`src/rtl/byte_stack_ctl_pkg.sv`:
```
package byte_stack_ctl_pkg;

  // Pointer update selected by the sequencer each cycle
  typedef enum logic [1:0] {
    SP_HOLD = 2'd0,
    SP_INC  = 2'd1,
    SP_DEC  = 2'd2,
    SP_LOAD = 2'd3
  } sp_op_e;

  // Second-cycle phase of a 16-bit operation
  typedef enum logic [1:0] {
    PH_IDLE    = 2'd0,
    PH_CALL_HI = 2'd1,
    PH_RET_LO  = 2'd2
  } phase_e;

endpackage

```
`src/rtl/stack_rst_sync.sv`:
```
module stack_rst_sync #(
  parameter int STAGES = 2
) (
  input  logic clk,
  input  logic rst_n,
  output logic rst_sync_n
);

  logic [STAGES-1:0] chain_q;

  always_ff @(posedge clk or negedge rst_n) begin
    if (!rst_n) chain_q <= '0;
    else        chain_q <= {chain_q[STAGES-2:0], 1'b1};
  end

  assign rst_sync_n = chain_q[STAGES-1];

endmodule

```
`src/rtl/stack_ptr.sv`:
```
module stack_ptr
  import byte_stack_ctl_pkg::*;
#(
  parameter int                ADDR_W    = 8,
  parameter logic [ADDR_W-1:0] RESET_VAL = 8'h07
) (
  input  logic              clk,
  input  logic              rst_n,
  input  sp_op_e            op,
  input  logic [ADDR_W-1:0] load_val,
  output logic [ADDR_W-1:0] sp_q,
  output logic [ADDR_W-1:0] sp_plus,
  output logic [ADDR_W-1:0] sp_minus
);

  localparam logic [ADDR_W-1:0] ONE = ADDR_W'(1);

  logic [ADDR_W-1:0] sp_d;

  // Plain modulo arithmetic: no overflow or underflow trap
  assign sp_plus  = sp_q + ONE;
  assign sp_minus = sp_q - ONE;

  always_comb begin
    sp_d = sp_q;
    case (op)
      SP_INC:  sp_d = sp_plus;
      SP_DEC:  sp_d = sp_minus;
      SP_LOAD: sp_d = load_val;
      default: sp_d = sp_q;
    endcase
  end

  always_ff @(posedge clk or negedge rst_n) begin
    if (!rst_n) sp_q <= RESET_VAL;
    else        sp_q <= sp_d;
  end

endmodule

```
`src/rtl/stack_ram.sv`:
```
module stack_ram #(
  parameter int ADDR_W = 8,
  parameter int DATA_W = 8
) (
  input  logic              clk,
  input  logic              rst_n,
  input  logic [ADDR_W-1:0] addr,
  input  logic              we,
  input  logic [DATA_W-1:0] wdata,
  input  logic              re,
  output logic [DATA_W-1:0] rdata_q
);

  localparam int DEPTH = 1 << ADDR_W;

  logic [DATA_W-1:0] mem [DEPTH];

  // Storage array: no reset, one access per cycle
  always_ff @(posedge clk) begin
    if (we) mem[addr] <= wdata;
  end

  // Registered read port with its own enable
  always_ff @(posedge clk or negedge rst_n) begin
    if (!rst_n)  rdata_q <= '0;
    else if (re) rdata_q <= mem[addr];
  end

endmodule

```
`src/rtl/stack_seq.sv`:
```
module stack_seq
  import byte_stack_ctl_pkg::*;
#(
  parameter int DATA_W = 8
) (
  input  logic                clk,
  input  logic                rst_n,
  input  logic                push_req,
  input  logic [DATA_W-1:0]   push_data,
  input  logic                pop_req,
  input  logic                call_req,
  input  logic [2*DATA_W-1:0] ret_addr_in,
  input  logic                ret_req,
  input  logic                sp_load,
  input  logic [DATA_W-1:0]   ram_rdata,
  output sp_op_e              sp_op,
  output logic                addr_sel_inc,
  output logic                ram_we,
  output logic [DATA_W-1:0]   ram_wdata,
  output logic                ram_re,
  output logic [2*DATA_W-1:0] ret_addr,
  output logic                busy,
  output logic                done
);

  phase_e            phase_q, phase_d;
  logic              done_q, done_d;
  logic [DATA_W-1:0] call_hi_q, call_hi_d;
  logic [DATA_W-1:0] ret_hi_q;
  logic              ret_hi_en;

  always_comb begin
    sp_op        = SP_HOLD;
    addr_sel_inc = 1'b0;
    ram_we       = 1'b0;
    ram_re       = 1'b0;
    ram_wdata    = push_data;
    phase_d      = phase_q;
    done_d       = 1'b0;
    call_hi_d    = call_hi_q;
    ret_hi_en    = 1'b0;
    case (phase_q)
      PH_IDLE: begin
        // Fixed priority: load, call-save, return-restore, push, pop
        if (sp_load) begin
          sp_op  = SP_LOAD;
          done_d = 1'b1;
        end else if (call_req) begin
          sp_op        = SP_INC;
          addr_sel_inc = 1'b1;
          ram_we       = 1'b1;
          ram_wdata    = ret_addr_in[DATA_W-1:0];
          call_hi_d    = ret_addr_in[2*DATA_W-1:DATA_W];
          phase_d      = PH_CALL_HI;
        end else if (ret_req) begin
          sp_op   = SP_DEC;
          ram_re  = 1'b1;
          phase_d = PH_RET_LO;
        end else if (push_req) begin
          sp_op        = SP_INC;
          addr_sel_inc = 1'b1;
          ram_we       = 1'b1;
          done_d       = 1'b1;
        end else if (pop_req) begin
          sp_op  = SP_DEC;
          ram_re = 1'b1;
          done_d = 1'b1;
        end
      end
      PH_CALL_HI: begin
        sp_op        = SP_INC;
        addr_sel_inc = 1'b1;
        ram_we       = 1'b1;
        ram_wdata    = call_hi_q;
        done_d       = 1'b1;
        phase_d      = PH_IDLE;
      end
      PH_RET_LO: begin
        sp_op     = SP_DEC;
        ram_re    = 1'b1;
        ret_hi_en = 1'b1;   // read register still holds the high byte
        done_d    = 1'b1;
        phase_d   = PH_IDLE;
      end
      default: phase_d = PH_IDLE;
    endcase
  end

  always_ff @(posedge clk or negedge rst_n) begin
    if (!rst_n) begin
      phase_q   <= PH_IDLE;
      done_q    <= 1'b0;
      call_hi_q <= '0;
      ret_hi_q  <= '0;
    end else begin
      phase_q   <= phase_d;
      done_q    <= done_d;
      call_hi_q <= call_hi_d;
      if (ret_hi_en) ret_hi_q <= ram_rdata;
    end
  end

  assign ret_addr = {ret_hi_q, ram_rdata};
  assign busy     = (phase_q != PH_IDLE);
  assign done     = done_q;

endmodule

```
`src/rtl/byte_stack_ctl.sv`:
```
module byte_stack_ctl
  import byte_stack_ctl_pkg::*;
#(
  parameter int                ADDR_W   = 8,
  parameter int                DATA_W   = 8,
  parameter logic [ADDR_W-1:0] SP_RESET = 8'h07
) (
  input  logic                clk,
  input  logic                rst_n,
  input  logic                push_req,
  input  logic [DATA_W-1:0]   push_data,
  input  logic                pop_req,
  input  logic                call_req,
  input  logic [2*DATA_W-1:0] ret_addr_in,
  input  logic                ret_req,
  input  logic                sp_load,
  input  logic [ADDR_W-1:0]   sp_load_val,
  output logic [ADDR_W-1:0]   sp,
  output logic [DATA_W-1:0]   pop_data,
  output logic [2*DATA_W-1:0] ret_addr_out,
  output logic                busy,
  output logic                done
);

  logic              rst_int_n;
  sp_op_e            sp_op;
  logic [ADDR_W-1:0] sp_plus, sp_minus, ram_addr;
  logic              addr_sel_inc, ram_we, ram_re;
  logic [DATA_W-1:0] ram_wdata, ram_rdata;

  stack_rst_sync #(.STAGES(2)) u_rst_sync (
    .clk        (clk),
    .rst_n      (rst_n),
    .rst_sync_n (rst_int_n)
  );

  stack_ptr #(.ADDR_W(ADDR_W), .RESET_VAL(SP_RESET)) u_ptr (
    .clk      (clk),
    .rst_n    (rst_int_n),
    .op       (sp_op),
    .load_val (sp_load_val),
    .sp_q     (sp),
    .sp_plus  (sp_plus),
    .sp_minus (sp_minus)
  );

  stack_seq #(.DATA_W(DATA_W)) u_seq (
    .clk          (clk),
    .rst_n        (rst_int_n),
    .push_req     (push_req),
    .push_data    (push_data),
    .pop_req      (pop_req),
    .call_req     (call_req),
    .ret_addr_in  (ret_addr_in),
    .ret_req      (ret_req),
    .sp_load      (sp_load),
    .ram_rdata    (ram_rdata),
    .sp_op        (sp_op),
    .addr_sel_inc (addr_sel_inc),
    .ram_we       (ram_we),
    .ram_wdata    (ram_wdata),
    .ram_re       (ram_re),
    .ret_addr     (ret_addr_out),
    .busy         (busy),
    .done         (done)
  );

  // Writes go to the pre-incremented address; reads use the current top
  assign ram_addr = addr_sel_inc ? sp_plus : sp;

  stack_ram #(.ADDR_W(ADDR_W), .DATA_W(DATA_W)) u_ram (
    .clk     (clk),
    .rst_n   (rst_int_n),
    .addr    (ram_addr),
    .we      (ram_we),
    .wdata   (ram_wdata),
    .re      (ram_re),
    .rdata_q (ram_rdata)
  );

  assign pop_data = ram_rdata;

  // sp_minus is only needed by the pointer itself
  logic unused_minus;
  assign unused_minus = ^sp_minus;

endmodule

```
`config.mk`:
```
export PLATFORM = sky130hd
export DESIGN_NAME = byte_stack_ctl
export DESIGN_NICKNAME = d
export VERILOG_FILES = /design/src/rtl/byte_stack_ctl_pkg.sv /design/src/rtl/stack_rst_sync.sv /design/src/rtl/stack_ptr.sv /design/src/rtl/stack_ram.sv /design/src/rtl/stack_seq.sv /design/src/rtl/byte_stack_ctl.sv
export SDC_FILE = /design/constraint.sdc
export NUM_CORES = 2
export LEC_CHECK = 0
export BUFFER_PORTS_ARGS = -buffer_cell sky130_fd_sc_hd__buf_2
export CAP_MARGIN = 20
export CORE_MARGIN = 5
export CORE_UTILIZATION = 61
export CTS_BUF_LIST = sky130_fd_sc_hd__clkbuf_4 sky130_fd_sc_hd__clkbuf_8
export DETAILED_ROUTE_END_ITERATION = 7
export PLACE_DENSITY = 0.81
export SLEW_MARGIN = 20
export SYNTH_ARGS = -nofsm -noshare
export SYNTH_HDL_FRONTEND = slang
export SYNTH_HIERARCHICAL = 1
export SYNTH_SLANG_ARGS = --single-unit
```
`constraint.sdc`:
```
create_clock -name clk -period 3.9 [get_ports clk]
set_input_delay 0.78 -clock clk [delete_from_list [all_inputs] [get_ports clk]]
set_output_delay 0.78 -clock clk [all_outputs]
set_load 0.02 [all_outputs]
```
---- Yosys cells after proc, flatten, opt, wreduce, memory -nomap -nowiden ----
Memory sizes are Yosys's and may differ from the RTL's. A register that Yosys moved wholly into a read port is not among the register bits.
Index checks and enable logic that the tools add are counted.
storage, ports and cells
  word-level logic and storage cells ...... 58
  output and inout port bits .............. 34
  bits in registers ....................... 29
  memories ................................ 1
  input bits .............................. 39
  memory bits (writable) .................. 2048
memory list
  memory     depth  width  read ports  clocked after memory_dff  wr ports  line             text
  u_ram.mem  256    8      1           1                         1         stack_ram.sv:16  logic [DATA_W-1:0] mem [DEPTH];
cells by class
  add/sub/neg operators ................... 2
  equal/unequal tests ..................... 7
  bitwise operators ....................... 1
  reduce and logical (&&, ||, !) cells .... 7
  multiplexer cells ....................... 34
operators by type and width
  operator             number
  $mux 8               3
  $pmux 8 s3           1
  $mux 2               9
  $mux 1               16
  $pmux 8 s2           1
  $add 8x1->8 const B  1
  $sub 8x1->8 const B  1
  $eq 2x2->1 const B   3
  $pmux 1 s2           3
  $pmux 2 s3           1
  $eq 2x1->1 const B   2
  $ne 3x3->1 const B   1
  $reduce_and 3->1     1
  $reduce_bool 3->1    1
  $logic_not 2->1      1
  $ne 2x2->1 const B   1
  $reduce_and 2->1     1
  $reduce_bool 2->1    1
  $reduce_or 2->1      1
  $logic_not 1->1      1
  $not 1->1            1

---- Logic depth before layout (Yosys ltp) ----
  depth after elaboration ................. 8
  gate-level depth with buffers ........... 18

---- By module ----
Netlist, hierarchy kept.
modules (own cells, without submodules)
  module          sequential area each (sq um)  cells each  area an instance (sq um)  instances
  stack_ram       61699.2                       3591        79532.5                   1
  stack_seq       475.5                         116         1178.6                    1
  stack_ptr       203.9                         108         840.8                     1
  byte_stack_ctl  0.0                           9           131.4                     1
  stack_rst_sync  50.0                          3           53.8                      1

---- Worst setup path after synthesis ----
Ideal clock, no wire load.
  path kind ............................... input -> register
  from .................................... in call_req
  to ...................................... mem u_ram.mem[0][0] (data pin)
  slack ................................... -1.990 ns
  arrival ................................. 4.373 ns
  data required time ...................... 2.382 ns
  stages on the path ...................... 4
  path buffers ............................ 1
  library setup time ...................... 1.518 ns
  cells stage by stage .................... nor2b_1 clkbuf_1 a32oi_1 nand3_1
between the ends
  longest elaborated chain between the ends .. 3
ends and longest elaborated chain
  item                    line                  text
  from (decl)             byte_stack_ctl.sv:13  input logic call_req,
  $mux 8                  stack_seq.sv:48       end else if (call_req) begin
  $mux 8                  stack_seq.sv:45       if (sp_load) begin
  $pmux 8 s2              stack_seq.sv:42       case (phase_q)
  named net ram_wdata[0]  byte_stack_ctl.sv:29  logic [DATA_W-1:0] ram_wdata, ram_rdata;
  to (decl)               stack_ram.sv:16
The timed path passes the listed nets, and every way through them passes these cells.

---- Worst setup path in the final report ----
  from .................................... reg u_seq.phase_q[1]
  to ...................................... reg u_ram.rdata_q[3] (read register of u_ram.mem)
between the ends
  longest elaborated chain between the ends .. 3
  elaborated cells on any way between the ends .. 6
ends and longest elaborated chain
  item                                           line                  text
  from (decl)                                    stack_seq.sv:26       phase_e phase_q, phase_d;
  from (signal assigned)                         stack_seq.sv:96       phase_q <= phase_d;
  $eq 2x1->1 or $logic_not 2->1 (tied branches)  stack_seq.sv:42
  $pmux 1 s2 *                                   stack_seq.sv:42
  named net addr_sel_inc                         byte_stack_ctl.sv:28  logic addr_sel_inc, ram_we, ram_re;
  $mux 8 *                                       byte_stack_ctl.sv:69  assign ram_addr = addr_sel_inc ? sp_plus : sp;
  named net ram_addr[1]                          byte_stack_ctl.sv:27  logic [ADDR_W-1:0] sp_plus, sp_minus, ram_addr;
  to (decl)                                      stack_ram.sv:11       output logic [DATA_W-1:0] rdata_q
The timed path passes the listed nets; every way through them passes the cells marked *.
A chain may end at the register's enable or synchronous reset.

==> impl_metrics.csv <==
group,metric,value,unit
timing,slew_violations,0,
pwr,switchingPower,29.55,mW
job,max_cap_violations,0,
logic_synthesis,syn_area,81660,sq um
layout,regArea,62430,sq um
timing,period_needed,3.963,ns
global_routing,grt_start_max_net_pins,257,
clock_tree,cts.clk_slew.worst_paths,0.07,ns
route,avgViaCountPerCell,6.723,
timing,skew,0.1212,ns
route,drtPass1Iterations,8,
timing,slew_headroom,0.4325,
global_routing,grt_pass1_vias,46550,
layout,fillers,6804,
timing,period_share,1.016,
clock_tree,htree_num_levels,5,
route,vias,45920,
layout,area_growth,18.98,%
clock_tree,cts_tree,"done",
floorplan,io_pins,73,
pwr,power.total,83.17,mW
pwr,p_comb_frac,0.445,
run_status,status,"complete, but fails checks",
pwr,pwr-share-clk,0.214,
pwr,leakage,32.57,nW
layout,postLayoutCoreUtil,0.7290,
critical_path,critical_path.endpoint_type,"flop",
floorplan,core-area,133300,sq um
logic_synthesis,synth_area_per_cell,21.39,sq um
clock_tree,numClockSinks,2085,
global_routing,gr-total-overflow,0,
layout,multi_input_area,18360,sq um
pwr,ir_drop,0.0005835,V
clock_tree,cts.path.max_buffers,4,
timing,rsz0062_at_grt,"yes",
route,totalWireLength,217.7,mm
layout,num-nets-final,4864,
critical_path,cp.arrival,4.85,ns
floorplan,start_util,0.6127,
critical_path,rr_startpoint,"u_seq/phase_q[1]",
route,wl_per_cell,31.88,um
route,ant_nets,0,
run_status,violations,"negative setup slack",
placed_design,routabilityCongestion,0.9222,
critical_path,startpoint_type,"flop",
timing,timing.final.ws_setup,-0.06281,ns
logic_synthesis,yosys_warnings,6,
floorplan,die_w,375.9,um
pwr,cell_internal_pwr,53.63,mW
critical_path,path_class,"reg -> reg",
global_routing,grt_first_pass_wirelength,310.7,mm
pwr,switching_share,0.3552,
critical_path,critPathRequiredTime,4.79,ns
global_routing,grt_use_total,0.3042,
clock_tree,cts_buffers,334,
placed_design,place_area,90020,sq um
floorplan,die_area,141300,sq um
route,dr.first_iter.drc_count,7577,
global_routing,antenna_found_initial,8,
critical_path,crit_path_start,"u_seq/phase_q[1]",
pwr,power_density,856.0,nW/um^2
layout,drive_above_1_share,0.4023,
timing,max_freq,252.3,MHz
logic_synthesis,syn_nets,3863,
clock_tree,clk_latency,1.06,ns
timing,tightest_slew,0.8513,ns
layout,design_area,97160,sq um
clock_tree,root_buffer,"clkbuf_8",
placed_design,hpwlAfterDp,137.5,mm
placed_design,io_buffer_count,72,
floorplan,placement_rows,134,
pwr,sequentialPowerShare,0.341,
route,drc,0,
worst_hold_path,hold_class,"in -> async",
timing,hold_viol_final,0,
timing,setup_viol,6,
floorplan,die_h,375.9,um
logic_synthesis,postSynthCellCount,3818,
critical_path,crit_fanout,21,
-- power by group through the flow --
stage	Combinational, mW	Sequential, mW	Clock [mW]
2_1_floorplan	18.8	29.2	0
3_3_place_gp	33.5	28.7	0
3_5_place_dp	34.4	28.8	0
4_1_cts	35.1	28.3	17.9
5_1_grt	38.0	28.4	19.2
6_report	37.1	28.3	17.8
-- final cells by class --
| type | count | share of cell area |
|---|---|---|
| diodes | 8 | 0.0002060 |
| flip-flops and latches | 2085 | 0.6425 |
| repair buffers | 902 | 0.08140 |
| well taps | 1768 | 0.02277 |
| clock inverters | 138 | 0.008087 |
| multi-input cells | 1481 | 0.1889 |
| clock buffers | 433 | 0.05554 |
| inverters | 15 | 0.0005795 |
-- placed cells by master, fill, tap and decap left out, drive strengths merged, types with 64 or more instances in the layout --
master	count
buf	889
clkbuf	435
clkinv	125
edfxtp	2048
mux2i	88
mux4	534
nand2	69
nor2	263
nor3	64
o22ai	65
-- per-layer routing --
layer	wire length, um	track usage	up-vias
met4	11780	0.1408	12
met3	31540	0.09195	808
met5	246	0	-
met2	103300	0.4688	4005
li1	-	-	18040
met1	70820	0.4078	23060
-- timing repair --
item,4_1_cts,5_1_grt
hold endpoints to repair,12,0
endpoints found under the setup margin,27,288
hold buffers,11,0
pin swaps,3,18
gates cloned,2,4
gates resized for setup,18,62
setup buffers,10,22
-- final timing paths --
check / to / slack (ns) / cells past startpoint
worst min register to register: u_rst_sync/chain_q[1] / 0.35 / 0
worst min-delay path: u_rst_sync/chain_q[1] / 0.08 / 2
max in group asynchronous: u_seq/ret_hi_q[0] / 2.99 / 1
worst max register to register: u_ram/rdata_q[3] / -0.06 / 15
min in group clk: u_seq/done / 0.12 / 4
worst max-delay path: u_ram/rdata_q[3] / -0.06 / 15
-- flip-flops by register name, summed over array words and instances, names as in the netlist --
register	count
u_ptr/sp_q	8
u_seq/ret_hi_q	8
u_rst_sync/chain_q	2
u_seq/call_hi_q	8
u_ram/rdata_q	8
u_seq/done	1
u_seq/phase_q	2
u_ram/mem	2048
-- worst max-delay path, stage by stage, from the launching register on --
cell and delay [ns]:
dfrtp_1 0.39, inv_2 0.08, buf_4 0.13, ha_2 0.19, o21bai_4 0.20, buf_6 0.15
buf_6 0.13, mux2_8 0.46, buf_4 0.19, buf_12 0.17, mux4_2 0.36, mux2i_4 0.21
o22ai_1 0.14, or3_1 0.45, a311oi_2 0.42, o32ai_1 0.17
-- metrics by stage --
step	setup TNS [ns]	setup WS, ns	std cells	hold slack [ns]
floorplan	-27.29	-0.1728	3818	0.3312
global placement	-245.02	-0.5681	6201	0.3397
detailed placement	-271.97	-0.6411	6201	0.3346
CTS	0	0.001227	6795	0.01378
global route	-0.6686	-0.1373	6823	0.05765
finish	-0.2549	-0.06281	6830	0.07945
No activity file was read; power rests on OpenSTA's default activity.
